===== src/rtl/qam4_pkg.sv =====
package qam4_pkg;

   localparam logic signed [1:0] LVL_POS = 2'sb01;
   localparam logic signed [1:0] LVL_NEG = 2'sb11;

   typedef struct packed {
      logic signed [1:0] i;
      logic signed [1:0] q;
   } iq_lvl_t;

   // square constellation walked in symbol order
   function automatic iq_lvl_t map_symbol(input logic [1:0] sym);
      iq_lvl_t r;
      r.i = sym[1] ? LVL_NEG : LVL_POS;
      r.q = (sym[1] ^ sym[0]) ? LVL_NEG : LVL_POS;
      return r;
   endfunction

endpackage


===== src/rtl/qam4_tick_gen.sv =====
module qam4_tick_gen #(
   parameter int SYM_PERIOD = 120
) (
   input  logic clk,
   input  logic rst_n,
   output logic tick
);
   localparam int CNT_W = (SYM_PERIOD > 2) ? $clog2(SYM_PERIOD) : 1;
   localparam logic [CNT_W-1:0] LAST = CNT_W'(SYM_PERIOD - 1);

   logic [CNT_W-1:0] cnt;

   assign tick = (cnt == LAST);

   always_ff @(posedge clk or negedge rst_n) begin
      if (!rst_n)    cnt <= '0;
      else if (tick) cnt <= '0;
      else           cnt <= cnt + 1'b1;
   end
endmodule


===== src/rtl/qam4_symsrc.sv =====
module qam4_symsrc #(
   parameter int          LFSR_W    = 16,
   parameter int unsigned LFSR_TAPS = 32'h0000_B400,
   parameter int unsigned LFSR_SEED = 32'h0000_ACE1
) (
   input  logic       clk,
   input  logic       rst_n,
   input  logic       tick,
   output logic [1:0] sym,
   output logic       square
);
   localparam logic [LFSR_W-1:0] TAPS = LFSR_W'(LFSR_TAPS);
   localparam logic [LFSR_W-1:0] SEED = LFSR_W'(LFSR_SEED);

   logic [LFSR_W-1:0] state;
   logic [LFSR_W-1:0] state_nxt;

   assign state_nxt = (state >> 1) ^ (state[0] ? TAPS : '0);

   always_ff @(posedge clk or negedge rst_n) begin
      if (!rst_n) begin
         state  <= SEED;
         sym    <= 2'b00;
         square <= 1'b0;
      end else if (tick) begin
         state  <= state_nxt;
         sym    <= state_nxt[1:0];
         square <= ~square;
      end
   end
endmodule


===== src/rtl/qam4_sine_rom.sv =====
module qam4_sine_rom #(
   parameter int TBL_AW = 6,
   parameter int MAG_W  = 12,
   parameter int AMP    = 4095
) (
   input  logic [TBL_AW+1:0]      idx,
   output logic signed [MAG_W:0]  val
);
   localparam int N = 1 << TBL_AW;

   logic [MAG_W-1:0] tbl [0:N];

   // N+1 points span 0..90 degrees inclusive, so both the zero and the peak are exact
   for (genvar k = 0; k <= N; k++) begin : g_tbl
      localparam real ANG = 1.5707963267948966 * real'(k) / real'(N);
      localparam int  VAL = $rtoi(real'(AMP) * $sin(ANG) + 0.5);
      assign tbl[k] = MAG_W'(VAL);
   end

   logic [1:0]        quad;
   logic [TBL_AW-1:0] ofs;
   logic [TBL_AW:0]   addr;
   logic [MAG_W-1:0]  mag;

   always_comb begin
      quad = idx[TBL_AW+1:TBL_AW];
      ofs  = idx[TBL_AW-1:0];
      addr = quad[0] ? ((TBL_AW+1)'(N) - {1'b0, ofs}) : {1'b0, ofs};
      mag  = tbl[addr];
      val  = quad[1] ? -$signed({1'b0, mag}) : $signed({1'b0, mag});
   end
endmodule


===== src/rtl/qam4_dds.sv =====
module qam4_dds #(
   parameter int PHASE_W = 24,
   parameter int TBL_AW  = 6,
   parameter int MAG_W   = 12,
   parameter int AMP     = 4095
) (
   input  logic                 clk,
   input  logic                 rst_n,
   input  logic [PHASE_W-1:0]   tune_word,
   output logic signed [MAG_W:0] car_cos,
   output logic signed [MAG_W:0] car_sin
);
   localparam int IDX_W = TBL_AW + 2;
   localparam logic [IDX_W-1:0] QUARTER = IDX_W'(1 << TBL_AW);

   logic [PHASE_W-1:0]   acc;
   logic [IDX_W-1:0]     idx [2];
   logic signed [MAG_W:0] val [2];

   always_ff @(posedge clk or negedge rst_n) begin
      if (!rst_n) acc <= '0;
      else        acc <= acc + tune_word;
   end

   assign idx[0] = acc[PHASE_W-1 -: IDX_W];
   assign idx[1] = acc[PHASE_W-1 -: IDX_W] + QUARTER;

   for (genvar c = 0; c < 2; c++) begin : g_rom
      qam4_sine_rom #(
         .TBL_AW (TBL_AW),
         .MAG_W  (MAG_W),
         .AMP    (AMP)
      ) rom_i (
         .idx (idx[c]),
         .val (val[c])
      );
   end

   assign car_sin = val[0];
   assign car_cos = val[1];
endmodule


===== src/rtl/qam4_mixer.sv =====
module qam4_mixer #(
   parameter int SAMPLE_W = 14,
   parameter bit USE_MULT = 1'b1
) (
   input  logic                         clk,
   input  logic                         rst_n,
   input  logic signed [1:0]            lvl_i,
   input  logic signed [1:0]            lvl_q,
   input  logic signed [SAMPLE_W-2:0]   car_cos,
   input  logic signed [SAMPLE_W-2:0]   car_sin,
   output logic                         valid,
   output logic signed [SAMPLE_W-1:0]   sample
);
   logic signed [SAMPLE_W-1:0] cos_x, sin_x, p_i, p_q;

   assign cos_x = SAMPLE_W'(car_cos);
   assign sin_x = SAMPLE_W'(car_sin);

   if (USE_MULT) begin : g_mult
      assign p_i = SAMPLE_W'(lvl_i) * cos_x;
      assign p_q = SAMPLE_W'(lvl_q) * sin_x;
   end else begin : g_negate
      assign p_i = lvl_i[1] ? -cos_x : cos_x;
      assign p_q = lvl_q[1] ? -sin_x : sin_x;
   end

   always_ff @(posedge clk or negedge rst_n) begin
      if (!rst_n) begin
         valid  <= 1'b0;
         sample <= '0;
      end else begin
         valid  <= 1'b1;
         sample <= p_i + p_q;
      end
   end
endmodule


===== src/rtl/qam4_tx.sv =====
module qam4_tx
   import qam4_pkg::*;
#(
   parameter int          SAMPLE_W   = 14,
   parameter int          PHASE_W    = 24,
   parameter int          TBL_AW     = 6,
   parameter int          SYM_PERIOD = 120,
   parameter int          LFSR_W     = 16,
   parameter int unsigned LFSR_TAPS  = 32'h0000_B400,
   parameter int unsigned LFSR_SEED  = 32'h0000_ACE1,
   parameter bit          USE_MULT   = 1'b1
) (
   input  logic                       clk,
   input  logic                       rst_n,
   input  logic [PHASE_W-1:0]         tune_word,
   output logic                       smp_valid,
   output logic signed [SAMPLE_W-1:0] smp_data,
   output logic                       sym_tick,
   output logic                       sym_square,
   output logic signed [1:0]          lvl_i,
   output logic signed [1:0]          lvl_q
);
   localparam int MAG_W = SAMPLE_W - 2;
   localparam int AMP   = (1 << MAG_W) - 1;

   if (SAMPLE_W < 4 || SAMPLE_W > 24) begin : g_bad_sw
      $error("qam4_tx: SAMPLE_W out of range");
   end
   if (SYM_PERIOD < 2) begin : g_bad_sp
      $error("qam4_tx: SYM_PERIOD must be at least 2");
   end
   if (TBL_AW < 2 || TBL_AW > 10) begin : g_bad_aw
      $error("qam4_tx: TBL_AW out of range");
   end
   if (PHASE_W < TBL_AW + 2) begin : g_bad_pw
      $error("qam4_tx: PHASE_W too narrow for table");
   end
   if (LFSR_W < 3 || LFSR_W > 32 || LFSR_SEED == 0) begin : g_bad_lfsr
      $error("qam4_tx: bad LFSR width or zero seed");
   end

   logic       tick;
   logic [1:0] sym;
   iq_lvl_t    lvl;
   logic signed [MAG_W:0] car_cos, car_sin;

   qam4_tick_gen #(.SYM_PERIOD(SYM_PERIOD)) tick_i (
      .clk   (clk),
      .rst_n (rst_n),
      .tick  (tick)
   );

   qam4_symsrc #(
      .LFSR_W    (LFSR_W),
      .LFSR_TAPS (LFSR_TAPS),
      .LFSR_SEED (LFSR_SEED)
   ) src_i (
      .clk    (clk),
      .rst_n  (rst_n),
      .tick   (tick),
      .sym    (sym),
      .square (sym_square)
   );

   assign lvl = map_symbol(sym);

   qam4_dds #(
      .PHASE_W (PHASE_W),
      .TBL_AW  (TBL_AW),
      .MAG_W   (MAG_W),
      .AMP     (AMP)
   ) dds_i (
      .clk       (clk),
      .rst_n     (rst_n),
      .tune_word (tune_word),
      .car_cos   (car_cos),
      .car_sin   (car_sin)
   );

   qam4_mixer #(
      .SAMPLE_W (SAMPLE_W),
      .USE_MULT (USE_MULT)
   ) mix_i (
      .clk     (clk),
      .rst_n   (rst_n),
      .lvl_i   (lvl.i),
      .lvl_q   (lvl.q),
      .car_cos (car_cos),
      .car_sin (car_sin),
      .valid   (smp_valid),
      .sample  (smp_data)
   );

   assign sym_tick = tick;
   assign lvl_i    = lvl.i;
   assign lvl_q    = lvl.q;
endmodule


===== config.mk =====
export PLATFORM = sky130hd
export DESIGN_NAME = qam4_tx
export DESIGN_NICKNAME = d
export VERILOG_FILES = /design/src/rtl/qam4_pkg.sv /design/src/rtl/qam4_tick_gen.sv /design/src/rtl/qam4_symsrc.sv /design/src/rtl/qam4_sine_rom.sv /design/src/rtl/qam4_dds.sv /design/src/rtl/qam4_mixer.sv /design/src/rtl/qam4_tx.sv
export SDC_FILE = /design/constraint.sdc
export NUM_CORES = 1
export LEC_CHECK = 0
export BUFFER_PORTS_ARGS = -buffer_cell sky130_fd_sc_hd__buf_4
export CAP_MARGIN = 25
export CORE_MARGIN = 3
export CORE_UTILIZATION = 55
export CTS_BUF_LIST = sky130_fd_sc_hd__clkbuf_16
export DETAILED_ROUTE_END_ITERATION = 8
export GPL_TIMING_DRIVEN = 1
export HOLD_SLACK_MARGIN = 0.08
export PLACE_DENSITY = 0.73
export SLEW_MARGIN = 20
export SYNTH_ARGS = -nofsm -noshare
export SYNTH_HDL_FRONTEND = slang
export SYNTH_SLANG_ARGS = --single-unit

===== constraint.sdc =====
create_clock -name clk -period 18.55 [get_ports clk]
set_input_delay 0.9275 -clock clk [delete_from_list [all_inputs] [get_ports clk]]
set_output_delay 0.9275 -clock clk [all_outputs]
set_load 0.01 [all_outputs]

==> summary by stage, run 1 <==
Setup path
The critical path class is reg -> reg. The highest cell delay on the worst timing path is 0.71 ns. The maximum fanout along the worst path is 13. The critical path's most frequent cell is sky130_fd_sc_hd__ha_1. Data on the critical path is required at its endpoint by ~19 ns. The worst setup path is launched from a flip-flop. The worst setup path is captured at a flip-flop.

The largest individual stage delay along the critical path comes from the cell sky130_fd_sc_hd__dfrtp_1. Data on the critical path arrives at its endpoint at approximately 8.8 ns.

Clock tree
Once the clock tree was built, the setup fixing pass inserted 0 buffers. The count of hold-fix buffers inserted at cts is 0. Clock tree synthesis inserted a total of 9 buffers. TritonCTS built the clock tree. The clock net in this run drives a total of between 60 and 70 sinks. The H-tree depth is 3. The count of cells resized by post-cts repair is 0. The longest clock path from root to sink contains 2 buffers. Clock-pin slew was measured on the worst setup and hold paths at around 0.06 ns. The clock network latency to the later pin of the worst-skew pair is approximately 0.35 ns. In this run the clock root is driven by a sky130_fd_sc_hd__clkbuf_16.

GRT
The number of antenna violations at the first check in global routing came to 0. The leftover overflow at the end of global routing is 0. The number of global-route vias before repair came to 7905. The first-pass GRT wire length is approximately 40000 um. In the global route stage, overall resource usage came out at 0.267.

The largest net degree at the start of global routing is 76.

Cells and area
For this run, the share of the core covered by cells in the final layout is 0.604. The area of all sequential standard cells is about 1600 um^2. The net count of the finished layout is approximately 1200.

The share of layout cells above drive strength 1 is 0.131. The total area of multi-input combinational cells is ~6800 um^2. The area growth from synthesis to layout is 6.95%. Once layout is done, the placed cells without fillers occupy a little under 10000 um^2. The layout has ~1500 filler cells.

The repair_antennas step left the layout with diodes totalling 0.

Floorplanning
The initial core utilization is 0.564. The die height is roughly 130 um. The floorplan step set the die width to about 130 um. The row count is 46. The boundary pin count is 47. The die covers about 18000 um^2. The region available for standard cell placement spans around 16000 um^2.

Timing
The maximum frequency from static timing analysis is 116 MHz. The post-route clock period utilization is 0.465. The count of endpoints failing hold in the final timing report was 0. The count of final max-slew check failures came to 0. Setup repair after global routing left no endpoint under its margin.

Measured against its own limit, the worst slew margin works out to 0.370. The total negative slack for setup checks is 0 ns. Between clock sinks in the finished design, the worst skew comes to approximately 0.014 ns. The post-layout minimum cycle time is roughly 8.6 ns. Setup violations remaining at the end of the flow were counted as 0. The slew at the pin closest to its max-slew limit is 0.945 ns.

The post-route worst hold slack is roughly 0.46 ns.

Logic synthesis
The total standard cell area after synthesis is between 9000 and 10000 um^2. The cell type with the largest total area after synthesis is sky130_fd_sc_hd__dfrtp_1. After synthesis, the largest family of logic cells by area is compound AO/OA/AOI/OAI gates. The fraction of synthesized cell area taken by the top area cell type is 0.155. Yosys attributes the largest share of cell area to sky130_fd_sc_hd__dfrtp_1 16%, sky130_fd_sc_hd__ha_1 10%, sky130_fd_sc_hd__fa_1 6.0%, sky130_fd_sc_hd__xnor2_1 4.2%, sky130_fd_sc_hd__a21oi_1 4.0%. Of the total synthesized cell area, the portion taken by full adders, half adders and majority gates is 0.164. The number of different library cells used by synthesis comes to between 100 and 150. After synthesis, the share of flip-flops with an asynchronous set or reset is 1.00. The most frequent cell after synthesis is sky130_fd_sc_hd__nand2_1. The sequential area share after synthesis is 0.178. After technology mapping, the gate count stands at 1109. The Yosys step of the flow raised 0 warnings. Among all flip-flop cells after synthesis, the most frequent one is sky130_fd_sc_hd__dfrtp_1. Measured against the total synthesized area, the mux share comes to 0.0463. Of the total synthesized cell area, the portion taken by XOR and XNOR cells is 0.0636. The fraction of the mapped netlist area in compound gates was 0.269.

The area fraction in and, or, nand and nor cells after synthesis is 0.206. After synthesis, the most frequently instantiated cells are 77 x sky130_fd_sc_hd__nand2_1, 75 x sky130_fd_sc_hd__ha_1, 72 x sky130_fd_sc_hd__a21oi_1, 72 x sky130_fd_sc_hd__nor2_1, 67 x sky130_fd_sc_hd__o21ai_0. The synthesized area divided by synthesized cell count is 8.14 um^2. In this run, synthesis produced a sequential element count of between 60 and 70.

The number of enable flip-flop cells after synthesis is 0.

Job
The number of max-cap violations is 0.

Routing
In the routed design, unresolved DRC markers number 0. The detail-routed via count per cell is 6.44. After detailed routing, the wire length on met1 is about 11000 um.

The highest metal layer with signal wires is met4. The detail route stage leaves a number of antenna-violating nets equal to 0. The detailed route wirelength on metal3 is about 1600 um. The first TritonRoute pass finished after 6 iterations. The total number of vias is about 8500. Dividing the detail-routed wire length by the instance count gives approximately 18 um. The initial DRC count is approximately 1100. The amount of wire on met2 after detailed routing is around 11000 um. The routed design has approximately 24000 um of wire.

Worst hold path
The path class of the tightest hold or removal check is reg -> reg.

Run status
The flow ran to the end, and the final reports show no timing, DRC or antenna violations.

Place
Port buffering added 44 buffers. The routability congestion estimate from global placement is approximately 0.93. Once placement finished, the instance area stood at 9380 um^2. The sum of net half-perimeters after detailed placement is approximately 17000 um.
[through the flow]
| step | setup slack [ns] | cells |
|---|---|---|
| floorplan | 10.26 | 1111 |
| global placement | 10.29 | 1308 |
| detailed placement | 10.06 | 1308 |
| CTS | 10.04 | 1324 |
| global route | 9.14 | 1324 |
| finish | 9.93 | 1324 |
[worst max-delay path, delay by kind of cell, from the launching register on]
kind / cells / cell delay, ns
AO/OA/AOI/OAI: 9 / 2.18
XOR/XNOR: 2 / 0.81
adder cells (fa/ha/maj): 7 / 2.76
buffers and inverters: 5 / 0.78
flip-flops: 1 / 0.71
multiplexers: 1 / 0.50
AND/OR/NAND/NOR: 6 / 0.73
[routing by layer]
layer | global-route usage | up-vias
li1 | - | 4061
met1 | 0.378 | 3999
met2 | 0.409 | 395
met3 | 0.0326 | 67
met4 | 0.127 | 0
met5 | 0 | -
[path summary, 6_finish.rpt]
path                                         startpoint                    endpoint  slack [ns]  cells after the start
worst max-delay path            dds_i.acc[17]$_DFF_PN0_  mix_i.sample[13]$_DFF_PN0_        9.93                     30
max in group asynchronous                         rst_n     dds_i.acc[22]$_DFF_PN0_       17.26                      1
min in group asynchronous                         rst_n  mix_i.sample[12]$_DFF_PN0_        0.66                      1
worst max register to register  dds_i.acc[17]$_DFF_PN0_  mix_i.sample[13]$_DFF_PN0_        9.93                     30
worst min register to register  tick_i.cnt[0]$_DFF_PN0_     tick_i.cnt[0]$_DFF_PN0_        0.46                      1
worst min-delay path            tick_i.cnt[0]$_DFF_PN0_     tick_i.cnt[0]$_DFF_PN0_        0.46                      1
[cell type report]
class	instances	share of cell area
repair buffers	60	0.0466
clock buffers	9	0.0233
inverters	71	0.0276
multi-input cells	897	0.702
well taps	216	0.0280
clock inverters	7	0.00505
flip-flops and latches	64	0.167
[cell families (layout without fill, tap and decap cells)]
logic type      Yosys count  in the layout
other cells               1              3
xor+xnor                 64             64
flops                    64             64
buf+inv                 150            147
compound gates          344            344
fa+ha+maj               102            102
simple gates            348            348
mux                      36             36
[state kept, by name, indices dropped and copies added (netlist names)]
| name | flops |
|---|---|
| mix_i.sample | 14 |
| mix_i.valid | 1 |
| src_i.state | 16 |
| tick_i.cnt | 7 |
| dds_i.acc | 24 |
| src_i.sym | 1 |
| src_i.square | 1 |
[layout by cell type, fill, tap and decap left out, drive strengths merged, types with 20 or more instances in the layout]
| master | count |
|---|---|
| fa | 27 |
| nand3 | 36 |
| nor3 | 36 |
| o21ai | 68 |
| a21oi | 72 |
| o211ai | 24 |
| nand2b | 23 |
| xor2 | 20 |
| nand2 | 78 |
| xnor2 | 43 |
| a211oi | 20 |
| dfrtp | 56 |
| inv | 68 |
| ha | 75 |
| buf | 60 |
| nor2 | 73 |
Power of run 1 is not shown: default switching activity piles up to over one toggle a cycle in this logic, so the estimate is an artifact.
==> run 2, diff against run 1 <==
- ABC_AREA: default -> 1
- clock period: 18.55 -> 8.65 ns (I/O delays scaled with it)
==> summary by stage, run 2 <==
Logic synthesis
The most used flip-flop cell after synthesis is sky130_fd_sc_hd__dfrtp_1. In the synthesized netlist the async set-or-reset flop fraction comes to 1.00. By count the netlist is led by 368 x sky130_fd_sc_hd__nand2_1, 139 x sky130_fd_sc_hd__nand3_1, 121 x sky130_fd_sc_hd__inv_1, 75 x sky130_fd_sc_hd__ha_1.

The total standard cell area after synthesis is approximately 8000 um^2. By instance count, the leading cell after synthesis is sky130_fd_sc_hd__nand2_1. Ranked by total cell area, the synthesized netlist is headed by sky130_fd_sc_hd__dfrtp_1 17%, sky130_fd_sc_hd__nand2_1 17%, sky130_fd_sc_hd__ha_1 12%, sky130_fd_sc_hd__nand3_1 8.7%, sky130_fd_sc_hd__fa_1 6.7%. The Yosys step of the flow raised 0 warnings. The share of the Yosys chip area taken by registers is 0.201. The post-synthesis register bit count is 64. The fraction of synthesized cell area taken by the top area cell type is 0.175. The count of distinct cell types in the synthesized netlist is 48. Averaged over all synthesized cells, the footprint is between 6 and 7 um^2. Counting flops with a built-in enable in the synthesized netlist gives 0. The synthesized instance count is 1183.

sky130_fd_sc_hd__dfrtp_1 takes more of the synthesized area than any other cell.

Job
Across the run, the number of max-cap violations was 0.

Timing
The count of endpoints failing hold in the final timing report is 0. The worst pin sits at a relative slew slack of 0.424. Of the available clock period, the critical path in the final layout requires 0.804.

Setup repair after global routing left no endpoint under its margin. Between clock sinks in the finished design, the worst skew comes to around 0.012 ns. The post-route worst hold slack is ~0.17 ns.

The slew at the pin closest to its max-slew limit is ~0.86 ns. The count of final max-slew check failures came to 0. The post-layout minimum cycle time is around 7 ns.

The total negative slack for setup checks is 0 ns. The maximum frequency from static timing analysis is between 100 and 150 MHz. The final setup violation count is 0.

GRT
The number of global-route vias before repair is roughly 7300. The first-pass GRT wire length is 34400 um. The largest net degree at the start of global routing is 65. The number of antenna violations at the first check in global routing came to 0. Across every metal layer, demand over resource in global routing totals 0.256. For this run the aggregate overflow at the end of global routing stands at 0.

Cells and area
Of the cells placed in the final design, the portion with a size suffix greater than 1 is 0.113. In the final layout, the multi-input gates occupy between 5000 and 6000 um^2. The count of antenna diodes in the layout is 0. Summing all flip-flop and latch instances after layout gives between 1500 and 2000 um^2. The flip-flop count of the largest register, all copies and words added is 24. The final non-filler cell area is around 8700 um^2. In the layout the commonest cells are 368 x sky130_fd_sc_hd__nand2_1, 139 x sky130_fd_sc_hd__nand3_1, 121 x sky130_fd_sc_hd__inv_1. The number of filler instances in the final layout is ~1400.

Ranked by flip-flop count, first place goes to dds_i.acc. The most common library cell in the layout ignoring fill and taps is sky130_fd_sc_hd__nand2_1. The largest registers in the layout are dds_i.acc (24), src_i.state (16), mix_i.sample (14). Excluding fillers, the count of instances in the completed layout stands at 1393. For this run, the post-layout net count is about 1300. The relative area change from synthesis to final layout is 8.48%.

Routing
Wires add up to 19900 um. The total number of vias is about 7800. The antenna violation net count after detailed routing is 0. The initial DRC count is 900. The post-route DRC violation count is 0. Dividing the detail-routed wire length by the instance count gives between 10 and 15 um. The detail-routed via count per cell is roughly 5.6. The pre-antenna-repair detailed-routing pass consisted of 5 iterations.

Clock tree
Hold repair after CTS inserted 0 buffers. The H-tree depth is 3. The clock-pin slew reported for the worst setup and hold paths after clock tree synthesis is roughly 0.07 ns. The clock root buffer master is sky130_fd_sc_hd__clkbuf_16. The number of buffers added by the clock tree synthesis step is 9.

The count of cells resized by post-cts repair is 0. The longest clock path from root to sink contains 2 buffers. The clock network latency to the later pin of the worst-skew pair is around 0.35 ns. The clock tree from TritonCTS is yes.

The post-CTS setup buffer count is 0. The CTS sink count is 64.

Place
In this run the tool buffered the top-level ports with between 40 and 50 buffer cells. After detailed placement, the design holds a cell count of roughly 1400. The sum of net half-perimeters after detailed placement is between 10000 and 15000 um. The instance area after placement is approximately 8400 um^2. The routability congestion estimate from global placement is 0.972.

Floorplanning
The die height is around 130 um. In this run the count of I/O pins placed on the die edge is 47. The initial utilization of the core area, before any placement, comes to 0.569. After floorplanning, the core was sized to cover 14100 um^2. The die is between 100 and 150 um wide.

The die area is 16100 um^2. After floorplanning, the core was divided into 43 placement rows.

Setup path
The highest cell delay on the worst timing path is roughly 0.84 ns. The slowest stage of the critical path belongs to the cell sky130_fd_sc_hd__dfrtp_1. Data on the critical path arrives at its endpoint at between 7 and 8 ns. The required time at the worst-slack endpoint is 8.91 ns. The worst setup path is launched from a flip-flop. The endpoint kind of the worst setup timing path is a flip-flop. The maximum fanout along the worst path is 19. By startpoint and endpoint, the worst setup path is classified as reg -> reg.

Worst hold path
The worst min-delay path class is in -> async.

Run status
The flow ran to the end, and the final reports show no timing, DRC or antenna violations.
run 2: changes by cell type after synthesis, sizes merged, moves of 17 or more:
cell,change
o211ai,-18
a211oi,-19
nand3,+111
xnor2,-19
buf,-21
nor3,-30
mux2i,-17
nor2b,-18
inv,+63
clkbuf,-23
nand2,+319
nand2b,-23
run 2: cells by family (layout without fill, tap and decap cells):
family          Yosys count  count (layout)  share of synthesized area
other cells               1               3                   0.000467
buf+inv                 167             195                     0.0942
fa+ha+maj               102             102                      0.184
simple gates            653             653                      0.363
flops                    64              64                      0.201
compound gates          141             141                     0.0960
xor+xnor                 55              55                     0.0610
run 2: metrics by stage:
stage	utilization	setup WS (ns)
2_1_floorplan	-	2.10
3_3_place_gp	0.593	1.84
3_5_place_dp	0.593	1.79
4_1_cts	0.618	1.74
5_1_grt	0.618	1.02
6_report	0.618	1.70
run 2: critical path: cells and delay by family (launching register included):
kind	cells	cell delay [ns]
adders and majority gates	6	2.16
xor gates and xnor gates	2	0.42
buffers and inverters	7	0.71
AOI/OAI and AO/OA	8	1.59
and+or+nand+nor	9	1.13
DFF	1	0.84
run 2: path summary, 6_finish.rpt:
path                                    startpoint                          to  slack (ns)  depth (start not counted)
max                        dds_i.acc[22]$_DFF_PN0_  mix_i.sample[12]$_DFF_PN0_        1.70                         32
min                                          rst_n     dds_i.acc[22]$_DFF_PN0_        0.17                          1
max reg2reg                dds_i.acc[22]$_DFF_PN0_  mix_i.sample[12]$_DFF_PN0_        1.70                         32
min reg2reg                tick_i.cnt[0]$_DFF_PN0_     tick_i.cnt[0]$_DFF_PN0_        0.46                          1
max in group asynchronous                    rst_n  mix_i.sample[12]$_DFF_PN0_        7.88                          1
min in group clk                      tune_word[0]      dds_i.acc[0]$_DFF_PN0_        0.32                          2
run 2: per-layer routing:
| metal | GRT usage | part of all wire |
|---|---|---|
| met1 | 0.357 | 0.46 |
| met2 | 0.407 | 0.46 |
| met5 | 0 | 0 |
| met4 | 0.0864 | 0.030 |
| met3 | 0.0383 | 0.057 |
run 2: cell type report:
cell class	instances	share of cell area
multi-input combinational	954	0.651
timing repair buffer	47	0.0405
inverter	132	0.0572
tap	180	0.0259
sequential	64	0.185
clock buffer	9	0.0259
clock inverter	7	0.0147
Power of run 2 is left out for the same reason.
